### config.mk
export PLATFORM = sky130hd
export DESIGN_NAME = bmdma_regs
export DESIGN_NICKNAME = d
export VERILOG_FILES = /design/src/rtl/bmdma_pkg.sv /design/src/rtl/bmdma_cmd.sv /design/src/rtl/bmdma_status.sv /design/src/rtl/bmdma_regs.sv
export SDC_FILE = /design/constraint.sdc
export NUM_CORES = 1
export LEC_CHECK = 0
export BUFFER_PORTS_ARGS = -buffer_cell sky130_fd_sc_hd__buf_4
export CORE_UTILIZATION = 40
export CTS_CLUSTER_DIAMETER = 30
export DETAILED_ROUTE_END_ITERATION = 12
export GPL_TIMING_DRIVEN = 1
export HOLD_SLACK_MARGIN = 0.08
export PLACE_DENSITY = 0.68
export SETUP_SLACK_MARGIN = 0.3
export SYNTH_ARGS = -nofsm -noshare
export SYNTH_HDL_FRONTEND = slang
export SYNTH_HIERARCHICAL = 1
export SYNTH_SLANG_ARGS = --single-unit
### constraint.sdc
create_clock -name clk -period 2.4 [get_ports clk]
set_input_delay 0.24 -clock clk [delete_from_list [all_inputs] [get_ports clk]]
set_output_delay 0.24 -clock clk [all_outputs]
set_load 0.01 [all_outputs]
### src/rtl/bmdma_pkg.sv
package bmdma_pkg;
  localparam int DATA_W = 32;
  localparam int BYTE_W = 8;
  localparam int SEL_W  = 2;

  typedef enum logic [SEL_W-1:0] {
    SEL_CMD  = 2'd0,
    SEL_STAT = 2'd1,
    SEL_PTR  = 2'd2,
    SEL_NONE = 2'd3
  } reg_sel_e;

  // command byte fields
  localparam int CMD_RUN = 0;
  localparam int CMD_DIR = 3;

  // status byte fields
  localparam int ST_ACT = 0;
  localparam int ST_ERR = 1;
  localparam int ST_INT = 2;
  localparam int ST_CFG = 5;   // first software-owned drive flag
  localparam int CFG_N  = 2;   // number of drive flags
  localparam int ST_SPX = 7;

  typedef struct packed {
    logic       spx;
    logic [1:0] cfg;
    logic [1:0] rsvd;
    logic       intr;
    logic       err;
    logic       act;
  } stat_t;
endpackage

### src/rtl/bmdma_cmd.sv
module bmdma_cmd
  import bmdma_pkg::*;
(
  input  logic              clk,
  input  logic              rst_n,
  input  logic              wr_cmd,
  input  logic [BYTE_W-1:0] wdata,
  input  logic              active,
  output logic              run_q,
  output logic              dir_q,
  output logic              start_acc,
  output logic              start_p,
  output logic              stop_p
);
  logic wr_ok;
  logic stop_req;

  // a write during a pending stop is dropped whole
  always_comb begin
    wr_ok     = wr_cmd && !(!run_q && active);
    start_acc = wr_ok && !run_q && wdata[CMD_RUN];
    stop_req  = wr_ok && run_q && !wdata[CMD_RUN];
  end

  always_ff @(posedge clk) begin
    if (!rst_n) begin
      run_q   <= 1'b0;
      dir_q   <= 1'b0;
      start_p <= 1'b0;
      stop_p  <= 1'b0;
    end else begin
      start_p <= start_acc;
      stop_p  <= stop_req && active;
      if (start_acc)
        run_q <= 1'b1;
      else if (stop_req)
        run_q <= 1'b0;
      if (wr_ok && !run_q)
        dir_q <= wdata[CMD_DIR];
    end
  end
endmodule

### src/rtl/bmdma_status.sv
module bmdma_status
  import bmdma_pkg::*;
#(
  parameter bit SIMPLEX = 1'b1
) (
  input  logic              clk,
  input  logic              rst_n,
  input  logic              start_acc,
  input  logic              eng_done,
  input  logic              eng_err,
  input  logic              eng_stop_ack,
  input  logic              dev_irq,
  input  logic              wr_stat,
  input  logic [BYTE_W-1:0] wdata,
  output stat_t             stat,
  output logic              active
);
  logic             act_q, err_q, int_q, irq_hold_q;
  logic [CFG_N-1:0] cfg_q;
  logic             finish, flushed, irq_req;
  logic             clr_err, clr_int;

  always_comb begin
    finish  = eng_done || eng_err || eng_stop_ack;
    flushed = !act_q || finish;
    irq_req = dev_irq || irq_hold_q;
    clr_err = wr_stat && wdata[ST_ERR];
    clr_int = wr_stat && wdata[ST_INT];
  end

  always_ff @(posedge clk) begin
    if (!rst_n) begin
      act_q      <= 1'b0;
      err_q      <= 1'b0;
      int_q      <= 1'b0;
      irq_hold_q <= 1'b0;
    end else begin
      if (start_acc)
        act_q <= 1'b1;
      else if (act_q && finish)
        act_q <= 1'b0;
      err_q      <= eng_err || (err_q && !clr_err);
      int_q      <= (irq_req && flushed) || (int_q && !clr_int);
      irq_hold_q <= irq_req && !flushed;
    end
  end

  // drive-configured flags, one flop each
  for (genvar i = 0; i < CFG_N; i++) begin : g_cfg
    always_ff @(posedge clk) begin
      if (!rst_n)
        cfg_q[i] <= 1'b0;
      else if (wr_stat)
        cfg_q[i] <= wdata[ST_CFG+i];
    end
  end

  always_comb begin
    stat.spx  = SIMPLEX;
    stat.cfg  = cfg_q;
    stat.rsvd = '0;
    stat.intr = int_q;
    stat.err  = err_q;
    stat.act  = act_q;
  end

  assign active = act_q;
endmodule

### src/rtl/bmdma_regs.sv
module bmdma_regs
  import bmdma_pkg::*;
#(
  parameter bit SIMPLEX = 1'b1,
  parameter int PTR_W   = 32
) (
  input  logic              clk,
  input  logic              rst_n,
  input  logic              reg_wr,
  input  logic [1:0]        reg_sel,
  input  logic [31:0]       reg_wdata,
  output logic [31:0]       reg_rdata,
  output logic              eng_start,
  output logic              eng_stop,
  output logic              eng_dir_in,
  output logic [PTR_W-1:0]  eng_tbl_addr,
  input  logic              eng_done,
  input  logic              eng_stop_ack,
  input  logic              eng_err,
  input  logic              dev_irq
);
  reg_sel_e         sel;
  logic             wr_cmd, wr_stat, wr_ptr;
  logic             run_w, dir_w, start_acc, act_w;
  stat_t            stat_w;
  logic [PTR_W-1:0] ptr_q;

  always_comb begin
    sel     = reg_sel_e'(reg_sel);
    wr_cmd  = reg_wr && (sel == SEL_CMD);
    wr_stat = reg_wr && (sel == SEL_STAT);
    wr_ptr  = reg_wr && (sel == SEL_PTR);
  end

  bmdma_cmd u_cmd (
    .clk       (clk),
    .rst_n     (rst_n),
    .wr_cmd    (wr_cmd),
    .wdata     (reg_wdata[BYTE_W-1:0]),
    .active    (act_w),
    .run_q     (run_w),
    .dir_q     (dir_w),
    .start_acc (start_acc),
    .start_p   (eng_start),
    .stop_p    (eng_stop)
  );

  bmdma_status #(.SIMPLEX(SIMPLEX)) u_stat (
    .clk          (clk),
    .rst_n        (rst_n),
    .start_acc    (start_acc),
    .eng_done     (eng_done),
    .eng_err      (eng_err),
    .eng_stop_ack (eng_stop_ack),
    .dev_irq      (dev_irq),
    .wr_stat      (wr_stat),
    .wdata        (reg_wdata[BYTE_W-1:0]),
    .stat         (stat_w),
    .active       (act_w)
  );

  always_ff @(posedge clk) begin
    if (!rst_n)
      ptr_q <= '0;
    else if (wr_ptr)
      ptr_q <= reg_wdata[PTR_W-1:0];
  end

  assign eng_dir_in   = dir_w;
  assign eng_tbl_addr = ptr_q;

  always_comb begin
    reg_rdata = '0;
    unique case (sel)
      SEL_CMD: begin
        reg_rdata[CMD_RUN] = run_w;
        reg_rdata[CMD_DIR] = dir_w;
      end
      SEL_STAT: reg_rdata[BYTE_W-1:0] = stat_w;
      SEL_PTR:  reg_rdata[PTR_W-1:0]  = ptr_q;
      default:  reg_rdata = '0;
    endcase
  end
endmodule

* After elaboration in Yosys (flattened, before gate mapping)
Cells that the tools add are included.
Storage, ports and cells: register bits after elaboration 42, logic and storage cells 55
Operators by class: equality and inequality tests 2, mux-type cells 9, reduce and logical (&&, ||, !) cells 33
Operator list (count):
- two-way mux 24 bit | 1
- logical AND 1 bit | 17
- case mux 4 bit (2 select lines) | 1
- logical NOT 1 bit | 7
- logical OR 1 bit | 6
- two-way mux 1 bit | 4
- case mux 2 bit (2 select lines) | 1
- nonzero test 2 bit | 2
- case mux 1 bit (3 select lines) | 1
- equality test 2 x 1 -> 1 bit, second input constant | 1
- equality test 2 bit, second input constant | 1
- logical NOT 2 bit | 1
- case mux 1 bit (2 select lines) | 1

* Logic depth before layout (Yosys ltp)
Gate-level depths: netlist (run 1).
word-level depth 8, gate-level depth with buffers 6, depth with buffers taken out 6

* By module
The synthesis (run 1) kept the hierarchy.
Modules (own cells, without submodules):
- bmdma_regs | times used 1, cells an instance 197, area each 1755.4 um^2, seq. area each 640.6 um^2
- bmdma_status | times used 1, cells an instance 26, area each 282.8 um^2, seq. area each 120.1 um^2
- bmdma_cmd | times used 1, cells an instance 15, area each 155.1 um^2, seq. area each 80.1 um^2

* Least setup slack after synthesis (run 1)
No wires, ideal clock.
kind input port to output port, start point input port reg_sel[0], end point output port reg_rdata[0], arrival time 1.198 ns, required time 2.160 ns, slack 0.962 ns, stages 6, buffers on the path 2, cells stage by stage inv_1 -> ha_1 -> buf_6 -> buf_6 -> a222oi_1 -> nor2_1
Between the ends: longest elaborated chain between the ends 2, elaborated cells on any way between the ends 4, classes of those cells eq/ne (2); mux (1); reduce/logical (1)
Ends and longest elaborated chain:
- start, declared | line bmdma_regs.sv:10 | input logic [1:0] reg_sel,
- equality test 2 bit (tied with other cells) | line bmdma_regs.sv:74 | unique case (sel)
- case mux 1 bit (3 select lines) (*) | line bmdma_regs.sv:74
- end, declared | line bmdma_regs.sv:12 | output logic [31:0] reg_rdata,
Every way passes the cells marked *; elsewhere a longest branch is shown, timed or not.

* Worst setup path after layout (run 1)
Ends and elaborated chain as after synthesis.

==> results of run 1 <==
==> through the flow <==
stage               util (%)  area [µm²]  power (µW)  setup WS [ns]
floorplan                  -        2200         873          0.962
global placement        57.2        2980         977          0.825
detailed placement      57.2        2980         982          0.788
CTS                     59.3        3090        1520          0.774
global route            59.3        3090        1580          0.674
finish                  59.3        3090        1500          0.789
==> synth_stat cells, drive strengths merged <==
cell type / n / area share, %
a21boi: 34 / 12
a222oi: 2 / 0.91
a22oi: 6 / 2.1
and2: 27 / 7.8
and3: 33 / 9.4
buf: 13 / 4.2
clkbuf: 14 / 2.6
conb: 2 / 0.34
dfxtp: 42 / 38
ha: 4 / 2.3
inv: 2 / 0.34
mux2i: 3 / 1.4
nand2: 2 / 0.34
nand2b: 1 / 0.29
nand3: 1 / 0.23
nor2: 3 / 0.51
nor2b: 9 / 2.6
nor3b: 1 / 0.57
nor4b: 1 / 1.1
o211a: 2 / 0.91
o21a: 34 / 12
o21ai: 1 / 0.23
o2bb2ai: 1 / 0.40
==> routing by layer <==
layer / wire length, µm / global-route usage (%) / up-vias
met5: 0 / 0 / -
met2: 2280 / 28.7 / 68
met3: 336 / 5.39 / 4
met1: 2440 / 21.6 / 902
met4: 54 / 5.96 / 0
li1: - / - / 1004
==> flip-flops by register name, indices dropped and copies added, names as in the netlist <==
register and cells:
eng_tbl_addr 32, u_stat/stat 2, u_cmd/dir_q 1, u_cmd/run_q 1, u_cmd/start_p 1, u_cmd/stop_p 1
u_stat/active 1, u_stat/err_q 1, u_stat/int_q 1, u_stat/irq_hold_q 1
==> worst register-to-register path, cell delays in order, from the launching register on <==
cell and delay [ns]:
dfxtp_1 0.44, nor3b_2 0.10, and2_2 0.20, o21a_1 0.18
==> cell families (layout without fill, tap and decap cells) <==
logic type | Yosys count | after routing | share of synthesized area (%)
other cells | 2 | 3 | 0.342
compound gates | 80 | 80 | 27.8
mux | 3 | 3 | 1.37
simple gates | 78 | 78 | 22.8
fa+ha+maj | 4 | 4 | 2.28
buf+inv | 29 | 120 | 7.13
flops | 42 | 42 | 38.3
==> final cells by class <==
type | instances | area [µm²]
Sequential cell | 42 | 841
Inverter | 2 | 7.51
Clock inverter | 3 | 40.0
Clock buffer | 5 | 68.8
Timing Repair Buffer | 110 | 838
Tap cell | 70 | 87.6
Fill cell | 485 | 2120
Multi-Input combinational cell | 168 | 1200
==> final timing paths <==
| path | slack [ns] | cells past startpoint | end |
|---|---|---|---|
| worst min register to register | 0.49 | 2 | u_cmd/stop_p |
| worst min-delay path | 0.18 | 2 | u_stat/irq_hold_q |
| worst max register to register | 1.38 | 3 | u_stat/active |
| worst max-delay path | 0.79 | 7 | reg_rdata[0] |
==> power by group through the flow <==
stage               clock (µW)  combinational, µW  sequential (µW)
global placement             0                225              752
CTS                        558                230              736
global route               588                250              740
detailed placement           0                230              752
floorplan                    0                116              758
finish                     538                228              736
==> placed cells by master (no fill, tap or decap) <==
master | synthesis | layout
dfxtp_1 | 42 | 42
a21boi_0 | 30 | 30
and2_1 | 26 | 26
mux2i_1 | 3 | 3
and3_1 | 33 | 33
buf_4 | 6 | 109
nor2_1 | 3 | 3
ha_1 | 4 | 3
o21ai_0 | 1 | 1
buf_12 | 0 | 1
clkbuf_8 | 0 | 5
o21a_1 | 34 | 34
inv_1 | 2 | 2
clkinv_2 | 0 | 2
a22oi_1 | 6 | 6
bufinv_16 | 0 | 1
nand2b_1 | 1 | 1
nand3_1 | 1 | 1
o2bb2ai_1 | 1 | 1
ha_2 | 0 | 1
and2_2 | 1 | 1
conb_1 | 2 | 3
nand2_1 | 2 | 2
nor3b_2 | 1 | 1
a222oi_1 | 2 | 2
o211a_1 | 2 | 2
nor2b_1 | 9 | 9
nor4b_4 | 1 | 1
a21boi_1 | 4 | 4
==> results.cfg, run 1 <==
[floorplanning]
dieArea_um2 = 5780
die_h_um = 76.1
die_w_um = 76.1
core_area_um2 = 5200
io_pins = 108
start_util_pct = 42.1
rows = 26

[logic_synthesis]
synth_seq_cells = 42
synth_cell_type_count = 28
synth_area_per_cell_um2 = 9.22
syn_area_um2 = 2190
yosysWarnings = 6
syn_inst = 238
ys_seq_area_share_pct = 38.3

[cts]
cts.clk_slew.worst_paths_ns = 0.08
numCtsBuffers = 5
clk_latency_ns = 0.29
post_cts_resized = 0
cts_sinks = 42
htreeDepth = 2
clockBufferDepth = 2
clockRootBuffer = clkbuf_8
postCtsHoldBufs = 0
cts_tree = done
post_cts_buffers = 0

[route]
drt-initial-drc-count = 96
ant_nets = 0
drc_errors = 0
wl_um = 5110
viasPerCell = 4.95
vias = 1978
wire_per_inst_um = 12.8
first_pass_iters = 4

[critical_path]
critPathCaptureType = output port
slowest_stage = a222oi_1
critPathMaxFanout = 25
worstPathCellList = buf_4 > inv_1 > ha_2 > buf_4 > a222oi_1 > nor2_1 > buf_4
cp.buffers_inverters = 4
reg2reg_from = u_stat/active
startpoint_type = input port
max_stage_delay_ns = 0.35
cp.arrival_ns = 1.37
cp.required_ns = 2.16
crit_type = in2out
critPathTopFamily = buffers and inverters
crit_top_cell = buf_4
cp-startpoint = reg_sel[0]

[placement]
portBuffers = 107
hpwlAfterDp_um = 3440
gp_congestion = 0.742
dpl.cell_count = 392

[finish]
final_cells = 400
layout-drive-gt1-share_pct = 37.0
num-nets-final = 374
synthToLayoutAreaGrowth_pct = 40.7
n_antenna_cell = 0

[pwr]
internal-power_uw = 1150
p_sw_share_pct = 23.4
clockPowerShare_pct = 35.8
combPwrFrac_pct = 15.2
ir_drop_mv = 0.281
powerDensity_nw_per_um2 = 487
p_leak_uw = 0.00153
switchingPower_uw = 352
power_frac_seq_pct = 49.0

[sta]
timing.setup.tns_ns = 0
fin_crit_sh_pct = 67.1
clock.fmax_ghz = 0.621
layout_min_cycle_time_ns = 1.61
hold_viol_final = 0
finalMaxSlewViolations = 0
whs_ns = 0.177
fin_skew_ns = 0.00253
setup_violations = 0
rsz0062_at_grt = false

[global_route]
grt_pass1_wl_um = 8180
overflow = 0
antenna_found_initial = 0
grt_util_all_layers_pct = 17.5
grt_max_degree = 72
grt_pass1_vias = 1791

[job]
max_cap_violations = 0

[hold_path]
hp-start = dev_irq
hold_class = in2reg

[status]
status = finished clean
Power figures use the tool's default switching activity.
==> inputs of run 2 (changes only) <==
clock period = 1.6 ns   (was 2.4 ns; I/O delays follow)
==> results.cfg, run 2 (synthesized netlist as in run 1, its figures left out) <==
[status]
status = finished clean

[finish]
mostFrequentLayoutCells = 112 x buf_4, 39 x dfxtp_1, 34 x o21a_1, 33 x and3_1, 30 x a21boi_0
multi_input_area_um2 = 1210
seq_area_um2 = 847
final_common_cell = buf_4
layout-drive-gt1-share_pct = 39.1
fill_cells = 485
largest_register_ff_count = 32
final_cells = 405
n_antenna_cell = 0
synthToLayoutAreaGrowth_pct = 44.3
num-nets-final = 380
finish.utilization_pct = 60.8

[critical_path]
reg2reg_depth = 4
cp.required_ns = 1.44
crit_type = reg2out
cp.arrival_ns = 1.15
startpoint_type = register
worstPathCellList = a222oi_1 > nor2_1 > buf_4
critPathMaxFanout = 2
critPathCaptureType = output port
max_stage_delay_ns = 0.33
rrSetupSlack_ns = 0.54
cp.buffers_inverters = 1
slowest_stage = dfxtp_2
reg2reg_from = u_stat/active
critPathTopFamily = flip-flops
worst_r2r_endpoint = u_stat/active

[pwr]
internal-power_uw = 1580
powerDensity_nw_per_um2 = 669
p_leak_uw = 0.00157
combPwrFrac_pct = 17.6
power_frac_seq_pct = 52.0
ir_drop_mv = 0.346
p_sw_share_pct = 25.4
clockPowerShare_pct = 30.4
switchingPower_uw = 538

[route]
viasPerCell = 4.87
wl_um = 5440
drc_errors = 0
wire_per_inst_um = 13.4
drt-initial-drc-count = 70
vias = 1972
first_pass_iters = 4
ant_nets = 0

[floorplanning]
core_area_um2 = 5200
dieArea_um2 = 5780
io_pins = 108
start_util_pct = 42.1
rows = 26
die_w_um = 76.1
die_h_um = 76.1

[cts]
clockRootBuffer = clkbuf_8
cts_sinks = 42
htreeDepth = 2
numCtsBuffers = 5
postCtsHoldBufs = 0
clockBufferDepth = 2
clk_latency_ns = 0.29
cts_tree = done
cts.clk_slew.worst_paths_ns = 0.08

[global_route]
grt_pass1_vias = 1839
grt_max_degree = 45
grt_pass1_wl_um = 8660
antenna_found_initial = 0
overflow = 0
grt_util_all_layers_pct = 18.3

[hold_path]
hold_path_depth = 2
min_to = u_stat/irq_hold_q
hold_class = in2reg
hp-start = dev_irq

[sta]
hold_viol_final = 0
clock.fmax_ghz = 0.763
rsz0062_at_grt = true
fin_crit_sh_pct = 81.9
timing.setup.tns_ns = 0
layout_min_cycle_time_ns = 1.31
finalMaxSlewViolations = 0
fin_skew_ns = 0.00616
setup_violations = 0

[job]
max_cap_violations = 0

[placement]
gp_congestion = 0.733
hpwlAfterDp_um = 3410
dpl.cell_count = 393
portBuffers = 107
## run 2: final cells by class
type	count	share of cell area, %
repair buffers	116	29.4
clock buffers	5	2.17
well taps	70	2.77
clock inverters	2	0.316
inverters	2	0.237
multi-input cells	168	38.4
flip-flops and latches	42	26.8
## run 2: power groups by stage
stage / registers (µW) / clock network, µW / logic [µW]
after global routing: 1110 / 720 / 405
after global placement: 1130 / 0 / 341
after CTS: 1100 / 664 / 366
final: 1100 / 643 / 372
after floorplan: 1140 / 0 / 173
after detailed placement: 1130 / 0 / 344
## run 2: worst reg2reg max path: cells and delay by family, from the launching register on
family / cells / cell delay, ns
compound gates: 1 / 0.11
simple gates: 2 / 0.41
buf+inv: 1 / 0.14
flops: 1 / 0.35
## run 2: timing repair
action	in CTS	in global routing
resized for setup	6	1
setup buffers	3	0
pin swaps	1	1
cloned	1	1
setup endpoints to repair	8	15
## run 2: routing by layer
metal	track usage, %	part of all wire, %
met1	22.8	48
met2	30.8	46
met3	4.67	5.7
met4	5.77	0.92
met5	0	0
## run 2: worst max-delay path by stage
stage	to	slack, ns	cells past startpoint	from
5_1_grt	reg_rdata[3]	0.19	3	eng_tbl_addr[3]
2_1_floorplan	reg_rdata[0]	0.32	6	reg_sel[0]
6_report	reg_rdata[0]	0.29	3	eng_tbl_addr[0]
3_5_place_dp	u_stat/err_q	0.20	6	reg_sel[1]
4_1_cts	reg_rdata[0]	0.28	3	eng_tbl_addr[0]
3_3_place_gp	u_stat/err_q	0.25	6	reg_sel[1]
## run 2: through the flow
stage	setup WS, ns	hold WS, ns	instance area, µm²	total power, µW
2_1_floorplan	0.322	0.277	2200	1310
3_3_place_gp	0.247	0.388	2980	1470
3_5_place_dp	0.201	0.400	2980	1470
4_1_cts	0.277	0.0902	3140	2130
5_1_grt	0.192	0.0909	3170	2230
6_report	0.289	0.100	3170	2120
